`config.mk`:
```
export PLATFORM = sky130hd
export DESIGN_NAME = qr_cycle_seq
export DESIGN_NICKNAME = d
export VERILOG_FILES = /design/src/rtl/qr_pkg.sv /design/src/rtl/qr_zcd_arm.sv /design/src/rtl/qr_on_timer.sv /design/src/rtl/qr_off_timer.sv /design/src/rtl/qr_cycle_seq.sv
export SDC_FILE = /design/constraint.sdc
export NUM_CORES = 1
export LEC_CHECK = 0
export BUFFER_PORTS_ARGS = -buffer_cell sky130_fd_sc_hd__buf_2
export CAP_MARGIN = 25
export CORE_UTILIZATION = 40
export CTS_CLUSTER_DIAMETER = 60
export DETAILED_ROUTE_END_ITERATION = 10
export GPL_ROUTABILITY_DRIVEN = 0
export MAX_ROUTING_LAYER = met4
export PLACE_DENSITY_LB_ADDON = 0.3
export REMOVE_ABC_BUFFERS = 1
export SETUP_SLACK_MARGIN = 0.5
export SLEW_MARGIN = 20
export SYNTH_ARGS = -nofsm -noshare
export SYNTH_HDL_FRONTEND = slang
export SYNTH_SLANG_ARGS = --single-unit
export TNS_END_PERCENT = 10
```
`constraint.sdc`:
```
create_clock -name clk -period 2 [get_ports clk]
set_clock_uncertainty 0.2 [all_clocks]
set_input_delay 0.1 -clock clk [delete_from_list [all_inputs] [get_ports clk]]
set_output_delay 0.1 -clock clk [all_outputs]
set_load 0.01 [all_outputs]
```
`src/rtl/qr_pkg.sv`:
```
// Package qr_pkg
// Shared types for the quasi-resonant sequencer: switching phase and the
// pair of digitised sense levels handed to the valley detector.
package qr_pkg;

    typedef enum logic {
        PH_OFF = 1'b0,
        PH_ON  = 1'b1
    } phase_e;

    typedef struct packed {
        logic arm;   // sense above arming level
        logic trig;  // sense below trigger level
    } sense_t;

endpackage

```
`src/rtl/qr_zcd_arm.sv`:
```
// Module qr_zcd_arm
// Valley detector. It arms on a rising edge of the arm level taken during
// the off phase and reports a valley on a rising edge of the below-trigger
// level once armed. Assumes inputs are already synchronised to clk. The
// edge history of the arm level is forced low during the on phase, so a
// level that is already high when the drive falls counts as an edge.
module qr_zcd_arm (
    input  logic           clk,
    input  logic           rst_n,
    input  logic           en,
    input  qr_pkg::phase_e phase,
    input  logic           start,
    input  qr_pkg::sense_t sense,
    output logic           valley
);
    logic prev_arm;
    logic prev_trig;
    logic armed;
    logic arm_edge;

    assign arm_edge = (phase == qr_pkg::PH_OFF) && sense.arm && !prev_arm;
    assign valley   = (phase == qr_pkg::PH_OFF) && armed && sense.trig && !prev_trig;

    // Edge history and arm flag; cleared by reset, by disable and on pulse start.
    always_ff @(posedge clk) begin
        if (!rst_n || !en) begin
            prev_arm  <= 1'b0;
            prev_trig <= 1'b0;
            armed     <= 1'b0;
        end else begin
            prev_trig <= sense.trig;
            prev_arm  <= (phase == qr_pkg::PH_ON) ? 1'b0 : sense.arm;
            if (start) begin
                armed <= 1'b0;
            end else if (arm_edge) begin
                armed <= 1'b1;
            end
        end
    end

endmodule

```
`src/rtl/qr_on_timer.sv`:
```
// Module qr_on_timer
// On-phase timing. It counts cycles since the drive rose and raises stop
// when the ramp is done or when a peak trip arrives after the leading-edge
// blank. Assumes the count restarts in the first high cycle of each pulse.
module qr_on_timer #(
    parameter int LEB_CYC = 3
) (
    input  logic           clk,
    input  logic           rst_n,
    input  logic           en,
    input  qr_pkg::phase_e phase,
    input  logic           ton_done,
    input  logic           ipk_trip,
    output logic           stop
);
    localparam int LW = $clog2(LEB_CYC + 1) + 1;
    localparam logic [LW-1:0] LEB_L = LW'(LEB_CYC);

    logic [LW-1:0] on_cnt;
    logic          blank_over;

    assign blank_over = (on_cnt >= LEB_L);
    assign stop = (phase == qr_pkg::PH_ON) && (ton_done || (ipk_trip && blank_over));

    // Saturating count of on-phase cycles; zero whenever the drive is low.
    always_ff @(posedge clk) begin
        if (!rst_n || !en) begin
            on_cnt <= '0;
        end else if (phase == qr_pkg::PH_OFF) begin
            on_cnt <= '0;
        end else if (!blank_over) begin
            on_cnt <= on_cnt + 1'b1;
        end
    end

endmodule

```
`src/rtl/qr_off_timer.sv`:
```
// Module qr_off_timer
// Off-phase timing. It holds the minimum off-time blank, the remembered
// early valley and the watchdog, and raises start when a pulse may begin.
// Assumes the watchdog count restarts at each pulse start, counts in both
// phases and pauses while the arm level is high.
module qr_off_timer #(
    parameter int MIN_OFF_CYC  = 20,
    parameter int WD_CYC       = 2000,
    parameter int WD_FAULT_CYC = 12500
) (
    input  logic           clk,
    input  logic           rst_n,
    input  logic           en,
    input  qr_pkg::phase_e phase,
    input  logic           valley,
    input  logic           sense_arm,
    input  logic           fault_mode,
    output logic           start
);
    localparam int WD_MAX = (WD_FAULT_CYC > WD_CYC) ? WD_FAULT_CYC : WD_CYC;
    localparam int WW     = $clog2(WD_MAX + 1);
    localparam int OW     = $clog2(MIN_OFF_CYC + 1) + 1;
    localparam logic [OW-1:0] MIN_OFF_L = OW'(MIN_OFF_CYC);
    localparam logic [WW-1:0] WD_LIM_N  = WW'(WD_CYC - 1);
    localparam logic [WW-1:0] WD_LIM_F  = WW'(WD_FAULT_CYC - 1);
    localparam logic [WW-1:0] WD_SAT    = WW'(WD_MAX - 1);

    logic [OW-1:0] off_cnt;
    logic [WW-1:0] wd_cnt;
    logic [WW-1:0] wd_lim;
    logic          pending;
    logic          blank_done;
    logic          wd_expired;

    assign wd_lim     = fault_mode ? WD_LIM_F : WD_LIM_N;
    assign blank_done = (off_cnt >= MIN_OFF_L);
    assign wd_expired = !sense_arm && (wd_cnt >= wd_lim);
    assign start      = (phase == qr_pkg::PH_OFF) && blank_done &&
                        (valley || pending || wd_expired);

    // Saturating count of off-phase cycles; zero while the drive is high.
    always_ff @(posedge clk) begin
        if (!rst_n || !en) begin
            off_cnt <= '0;
        end else if (phase == qr_pkg::PH_ON) begin
            off_cnt <= '0;
        end else if (!blank_done) begin
            off_cnt <= off_cnt + 1'b1;
        end
    end

    // Watchdog count: cleared on pulse start, paused while arm level is high.
    always_ff @(posedge clk) begin
        if (!rst_n || !en) begin
            wd_cnt <= '0;
        end else if (start) begin
            wd_cnt <= '0;
        end else if (!sense_arm && (wd_cnt < WD_SAT)) begin
            wd_cnt <= wd_cnt + 1'b1;
        end
    end

    // Remembers a valley seen inside the blank until the pulse it causes.
    always_ff @(posedge clk) begin
        if (!rst_n || !en) begin
            pending <= 1'b0;
        end else if (start) begin
            pending <= 1'b0;
        end else if (valley) begin
            pending <= 1'b1;
        end
    end

endmodule

```
`src/rtl/qr_cycle_seq.sv`:
```
// Module qr_cycle_seq
// Top of the quasi-resonant switching sequencer. It owns the registered
// drive and connects the valley detector and the on and off timers.
// Assumes all comparator inputs are synchronous to clk. Durations are in
// clock cycles; the defaults suit a 10 MHz clock.
module qr_cycle_seq #(
    parameter int LEB_CYC      = 3,
    parameter int MIN_OFF_CYC  = 20,
    parameter int WD_CYC       = 2000,
    parameter int WD_FAULT_CYC = 12500
) (
    input  logic clk,
    input  logic rst_n,
    input  logic en,
    input  logic sense_arm,
    input  logic sense_trig,
    input  logic ipk_trip,
    input  logic ton_done,
    input  logic fault_mode,
    output logic drv
);
    logic           drv_q;
    logic           start;
    logic           stop;
    logic           valley;
    qr_pkg::phase_e phase;
    qr_pkg::sense_t sense;

    assign phase      = drv_q ? qr_pkg::PH_ON : qr_pkg::PH_OFF;
    assign sense.arm  = sense_arm;
    assign sense.trig = sense_trig;
    assign drv        = drv_q;

    qr_zcd_arm i_zcd (
        .clk    (clk),
        .rst_n  (rst_n),
        .en     (en),
        .phase  (phase),
        .start  (start),
        .sense  (sense),
        .valley (valley)
    );

    qr_on_timer #(
        .LEB_CYC (LEB_CYC)
    ) i_on (
        .clk      (clk),
        .rst_n    (rst_n),
        .en       (en),
        .phase    (phase),
        .ton_done (ton_done),
        .ipk_trip (ipk_trip),
        .stop     (stop)
    );

    qr_off_timer #(
        .MIN_OFF_CYC  (MIN_OFF_CYC),
        .WD_CYC       (WD_CYC),
        .WD_FAULT_CYC (WD_FAULT_CYC)
    ) i_off (
        .clk        (clk),
        .rst_n      (rst_n),
        .en         (en),
        .phase      (phase),
        .valley     (valley),
        .sense_arm  (sense_arm),
        .fault_mode (fault_mode),
        .start      (start)
    );

    // Drive register: forced low when disabled, toggled by stop and start.
    always_ff @(posedge clk) begin
        if (!rst_n || !en) begin
            drv_q <= 1'b0;
        end else begin
            case (phase)
                qr_pkg::PH_ON:  if (stop)  drv_q <= 1'b0;
                qr_pkg::PH_OFF: if (start) drv_q <= 1'b1;
                default:        drv_q <= 1'b0;
            endcase
        end
    end

endmodule

```
# [After elaboration in Yosys (flattened, before gate mapping)]
# Index checks and enable logic that the tools add are counted.
# W data, S select, Z words.
[totals] in_bits=8 output_inout_bits=1 regBits=28
[classes] n_bitwise=1 reduce_logical=24 n_eq_ne=2 n_lt_le_gt_ge=4 mux=5 add_sub_neg=3
[op_table] op="$add A14 B1 Y14 const B" count=1
[op_table] op="$ge A14 B14 Y1" count=1
[op_table] op="$lt A14 B14 Y1 const B" count=1
[op_table] op="$mux W14" count=1
[op_table] op="$logic_and A1 B1 Y1" count=11
[op_table] op="$add A6 B1 Y6 const B" count=1
[op_table] op="$ge A6 B5 Y1 const B" count=1
[op_table] op="$reduce_or A2 Y1" count=3
[op_table] op="$logic_not A1 Y1" count=5
[op_table] op="$logic_or A1 B1 Y1" count=4
[op_table] op="$add A3 B1 Y3 const B" count=1
[op_table] op="$ge A3 B2 Y1 const B" count=1
[op_table] op="$mux W1" count=3
[op_table] op="$ne A2 B1 Y1 const B" count=1
[op_table] op="$ne A2 B2 Y1 const B" count=1
[op_table] op="$pmux W1 S2" count=1
[op_table] op="$reduce_and A2 Y1" count=1
[op_table] op="$not A1 Y1" count=1

# [Depth between registers and ports, before layout]
[logic_depth] word_depth=10 mapped_depth=8 depth_no_buf=7

# [Hierarchy]
# Synthesis repeated with hierarchy kept, for this count alone.
[unflattened] hier_cells=170 hier_area_um2=1552.7
[by_module_without_submodules] module="qr_off_timer" cells_each=138 n_inst=1 area_per_inst_um2=1231.2
[by_module_without_submodules] module="qr_on_timer" cells_each=18 n_inst=1 area_per_inst_um2=170.2
[by_module_without_submodules] module="qr_zcd_arm" cells_each=10 n_inst=1 area_per_inst_um2=111.4
[by_module_without_submodules] module="qr_cycle_seq" cells_each=4 n_inst=1 area_per_inst_um2=40.0

# [Least setup slack after synthesis]
# Ideal clock, no wire load.
[synth_timing] kind="register to register" start="register i_off.wd_cnt[4]" end="register i_off.wd_cnt[1]" synth_period_minus_slack_ns=1.980 slack_ns=0.020 arrival_time_ns=1.716 required_ns=1.736 path_stages_with_launch=8 path_buffers=1 path_cell_list="dfxtp_1 > ha_1 > a211oi_1 > o21ai_0 > a2111oi_4 > o21bai_4 > buf_6 > nor2_1"
[synth_via] elab_chain_cells=5
[synth_rtl] element="start: declaration" line="qr_off_timer.sv:29" source="logic [WW-1:0] wd_cnt;"
[synth_rtl] element="start signal: assignment" line="qr_off_timer.sv:59" source="wd_cnt <= wd_cnt + 1'b1;"
[synth_rtl] element="$ge A14 B14 Y1" line="qr_off_timer.sv:37" source="assign wd_expired = !sense_arm && (wd_cnt >= wd_lim);"
[synth_rtl] element="$logic_and A1 B1 Y1" line="qr_off_timer.sv:37"
[synth_rtl] element="$logic_or A1 B1 Y1" line="qr_off_timer.sv:39" source="(valley || pending || wd_expired);"
[synth_rtl] element="$logic_and A1 B1 Y1" line="qr_off_timer.sv:38" source="assign start = (phase == qr_pkg::PH_OFF) && blank_done &&"
[synth_rtl] element="$reduce_or A2 Y1 (no line)"
# Several ways; a longest one is shown, not always the timed one.
# A chain may end at the register's enable or synchronous reset.

# [Worst setup path in the final report]
[layout_timing] start="register i_off.wd_cnt[10]" end="register i_off.wd_cnt[7]"
# Same word-level chain as after synthesis.

==> results.py <==
metrics = {
    "finish": {
        "final_util_pct": 57.5,
        "final_layout_size_suffix_gt1_share_pct": 34.5,
        "antenna_cells": 0,
        "layoutNonFillerInstCount": 240,
        "layout.nets": 216,
        "syn_to_final_growth_pct": 32.7,
    },
    "power_and_ir_drop": {
        "switching_share_pct": 21.1,
        "clock_power_share_pct": 41.5,
        "power_frac_seq_pct": 51.3,
        "ir_worst_vdd_uv": 346,
        "p_switching_mw": 0.231,
        "p_int_mw": 0.865,
        "p_comb_share_pct": 7.2,
        "powerDensity_mw_per_mm2": 550,
        "leakagePower_nw": 0.704,
    },
    "clocking": {
        "cts_tree": "built",
        "cts.sinks": 28,
        "cts_root_buffer": "clkbuf_8",
        "ctsHoldBuffers": 4,
        "cts_htree_levels": 1,
        "numCtsBuffers": 3,
        "clk_latency_ns": 0.28,
        "clk_pin_slew_ns": 0.10,
        "clock_path_buffers": 2,
    },
    "route": {
        "drtIter0Drc": 36,
        "via_count": 1290,
        "post-route-drc-count": 0,
        "wirelength_um": 3590,
        "avgViaCountPerCell": 5.38,
        "first_pass_iters": 4,
        "wire_per_inst_um": 15.0,
        "drtAntennaViolNets": 0,
    },
    "worst_setup_path": {
        "slowest_delay_ns": 0.38,
        "r2r_setup_slack_ns": 0.08,
        "endpoint_kind": "register",
        "worstPathArrival_ns": 1.89,
        "worst-path-buf-inv": 1,
        "critical_path_depth": 7,
        "reg2regPathDepth": 7,
        "worstPathRequired_ns": 1.97,
        "worstReg2RegEnd": "i_off.wd_cnt[7]$_SDFFE_PP0P_",
        "r2r-start": "i_off.wd_cnt[10]$_SDFFE_PP0P_",
        "crit_type": "reg -> reg",
        "cp_top_family": "simple AND/OR/NAND/NOR gates",
        "cp_slowest_cell": "dfxtp_4",
        "cp-start-kind": "register",
        "crit_path_max_fanout": 8,
        "path_cells": "ha_4 -> nand4b_1 -> nor2_2 -> a2111oi_4 -> buf_4 -> o21bai_4 -> nor2_1",
    },
    "timing": {
        "slew_headroom_pct": 62.9,
        "finalCritPeriodShare_pct": 96.1,
        "rsz0062_at_grt": "yes",
        "hold_viol": 4,
        "period_needed_ns": 1.92,
        "drv_slew": 0,
        "worst_slew_pin_slew_ns": 0.556,
        "setup_violations": 0,
        "holdWs_ns": -0.0497,
        "fmax_ghz": 0.520,
    },
    "job": {
        "cap_violations": 0,
    },
    "synthesis": {
        "async_flop_share_pct": 0,
        "synthCells": 166,
        "yosysWarnings": 0,
        "seq_area_frac_synth_pct": 37.3,
        "ys_ff_latch": 28,
        "synth.cell_area_mm2": 0.00150,
        "synthTopCellsByArea": "dfxtp_1, ha_1, nor2_1",
        "synth_top_cell_area_share_pct": 37.3,
        "synth.lib_cells_used.distinct": 37,
        "yosysTopAreaCell": "dfxtp_1",
        "synth-edff-count": 0,
        "synth.avg_cell_area_um2": 9.06,
        "synthFlopType": "dfxtp_1",
    },
    "min_path": {
        "min_path_cells": 3,
        "hold_start": "rst_n",
        "worst_hold_path_type": "in -> reg",
        "hold_path_end": "i_on.on_cnt[0]$_SDFFE_PP0P_",
    },
    "die": {
        "coreArea_mm2": 0.00347,
        "dieArea_mm2": 0.00401,
        "start_util_pct": 43.4,
        "io_pins": 9,
        "num_rows": 21,
        "die_h_um": 63.3,
        "dieWidth_um": 63.3,
    },
    "grt": {
        "antenna_found_initial": 0,
        "grt_overflow": 0,
        "grt_pass1_wl_um": 5910,
        "grt_max_degree": 17,
        "grt_pass1_vias": 1300,
        "track_usage_pct": 19.4,
    },
    "placement": {
        "dp.cells": 227,
        "portBuffers": 8,
        "dp_hpwl_um": 2350,
    },
    "status": {
        "failed_checks": "negative hold slack",
        "status": "finished with violations",
    },
}
## metal layers
layer | routed length, um | up-vias | part of all wire (%) | global-route usage (%)
met5 | 0 | - | 0 | -
met1 | 1610 | 618 | 45 | 22.0
met2 | 1810 | 23 | 50 | 34.4
li1 | - | 639 | - | -
met3 | 102 | 10 | 2.8 | 3.26
met4 | 68 | 0 | 1.9 | 6.53
## cells in the mapped netlist (3+ instances only)
cell type and number:
ha_1 13, nand2_1 8, nor4_1 3, inv_1 8
o21ai_0 3, and2_1 3, nor2_1 33, xnor2_1 13
a211oi_1 7, mux2i_1 3, nand4_1 3, dfxtp_1 28
a21oi_1 5, nand3_1 5, a211oi_2 3
## cells by family (layout without fill, tap and decap cells)
group                      count (synthesis)  in the layout  share of synthesized area [%]
adders and majority gates                 13             13                           10.8
AOI/OAI and AO/OA                         28             29                           16.3
muxes                                      3              3                           2.00
buffers and inverters                     11             38                           3.33
and+or+nand+nor                           68             68                           21.5
xor gates and xnor gates                  15             15                           8.74
DFF                                       28             28                           37.3
## power groups by stage
stage	clock [mW]	combinational (mW)	sequential, mW
3_3_place_gp	0	0.0526	0.580
5_1_grt	0.483	0.0867	0.564
4_1_cts	0.454	0.0702	0.566
2_1_floorplan	0	0.0322	0.580
6_report	0.455	0.0795	0.563
3_5_place_dp	0	0.0550	0.580
## worst register-to-register path, stage by stage, from the launching register on
cell,delay (ns)
dfxtp_4,0.38
ha_4,0.26
nand4b_1,0.16
nor2_2,0.20
a2111oi_4,0.09
buf_4,0.16
o21bai_4,0.27
nor2_1,0.08
## placed cells by master (no fill, tap or decap), drive strengths merged, types with 4 or more instances in the layout
cell type	n
nor2	33
dfxtp	28
buf	22
xnor2	13
ha	13
a211oi	10
inv	8
nand2	8
nand3	5
a21oi	5
dlygate4sd3	4
o21ai	4
## sequential cells by signal (all words and copies together) (netlist names)
name             cells
i_off.off_cnt        6
i_zcd.prev_arm       1
i_on.on_cnt          3
i_off.pending        1
i_off.wd_cnt        14
i_zcd.prev_trig      1
drv                  1
i_zcd.armed          1
## area by class of cell
class,instances,area (um^2)
Clock buffer,3,41.3
Clock inverter,1,30.0
Fill cell,303,1470
Inverter,8,30.0
Multi-Input combinational cell,128,1070
Sequential cell,28,581
Tap cell,46,57.6
Timing Repair Buffer,26,185
## stage by stage
| stage | hold slack [ns] | TNS (ns) | cell area (um^2) | setup WS [ns] | power [mW] |
|---|---|---|---|---|---|
| 6_report | -0.0497 | 0 | 2000 | 0.0775 | 1.10 |
| 4_1_cts | -0.0417 | 0 | 1870 | 0.0777 | 1.09 |
| 2_1_floorplan | 0.0217 | 0 | 1480 | 0.0367 | 0.612 |
| 3_5_place_dp | 0.142 | -1.04 | 1660 | -0.0854 | 0.635 |
| 3_3_place_gp | 0.152 | -0.00487 | 1660 | -0.00487 | 0.633 |
| 5_1_grt | -0.0363 | -0.0339 | 2000 | -0.0108 | 1.13 |
## what timing repair did
item | in CTS | in global routing
endpoints found under the setup margin | 23 | 25
hold endpoints to repair | 6 | 4
gates resized for setup | 19 | 23
gates cloned | 1 | 0
pin swaps | 9 | 20
buffers inserted | 3 | 1
## how the worst max path moves through the flow
| stage | from | end |
|---|---|---|
| 4_1_cts | i_off.wd_cnt[4]$_SDFFE_PP0P_ | drv$_SDFFE_PP0P_ |
| 2_1_floorplan | i_off.wd_cnt[0]$_SDFFE_PP0P_ | i_off.wd_cnt[12]$_SDFFE_PP0P_ |
| 6_report | i_off.wd_cnt[10]$_SDFFE_PP0P_ | i_off.wd_cnt[7]$_SDFFE_PP0P_ |
| 3_3_place_gp | fault_mode | i_off.wd_cnt[4]$_SDFFE_PP0P_ |
| 3_5_place_dp | fault_mode | i_off.wd_cnt[0]$_SDFFE_PP0P_ |
| 5_1_grt | i_off.wd_cnt[4]$_SDFFE_PP0P_ | drv$_SDFFE_PP0P_ |
No activity file was read; power rests on OpenSTA's default activity.
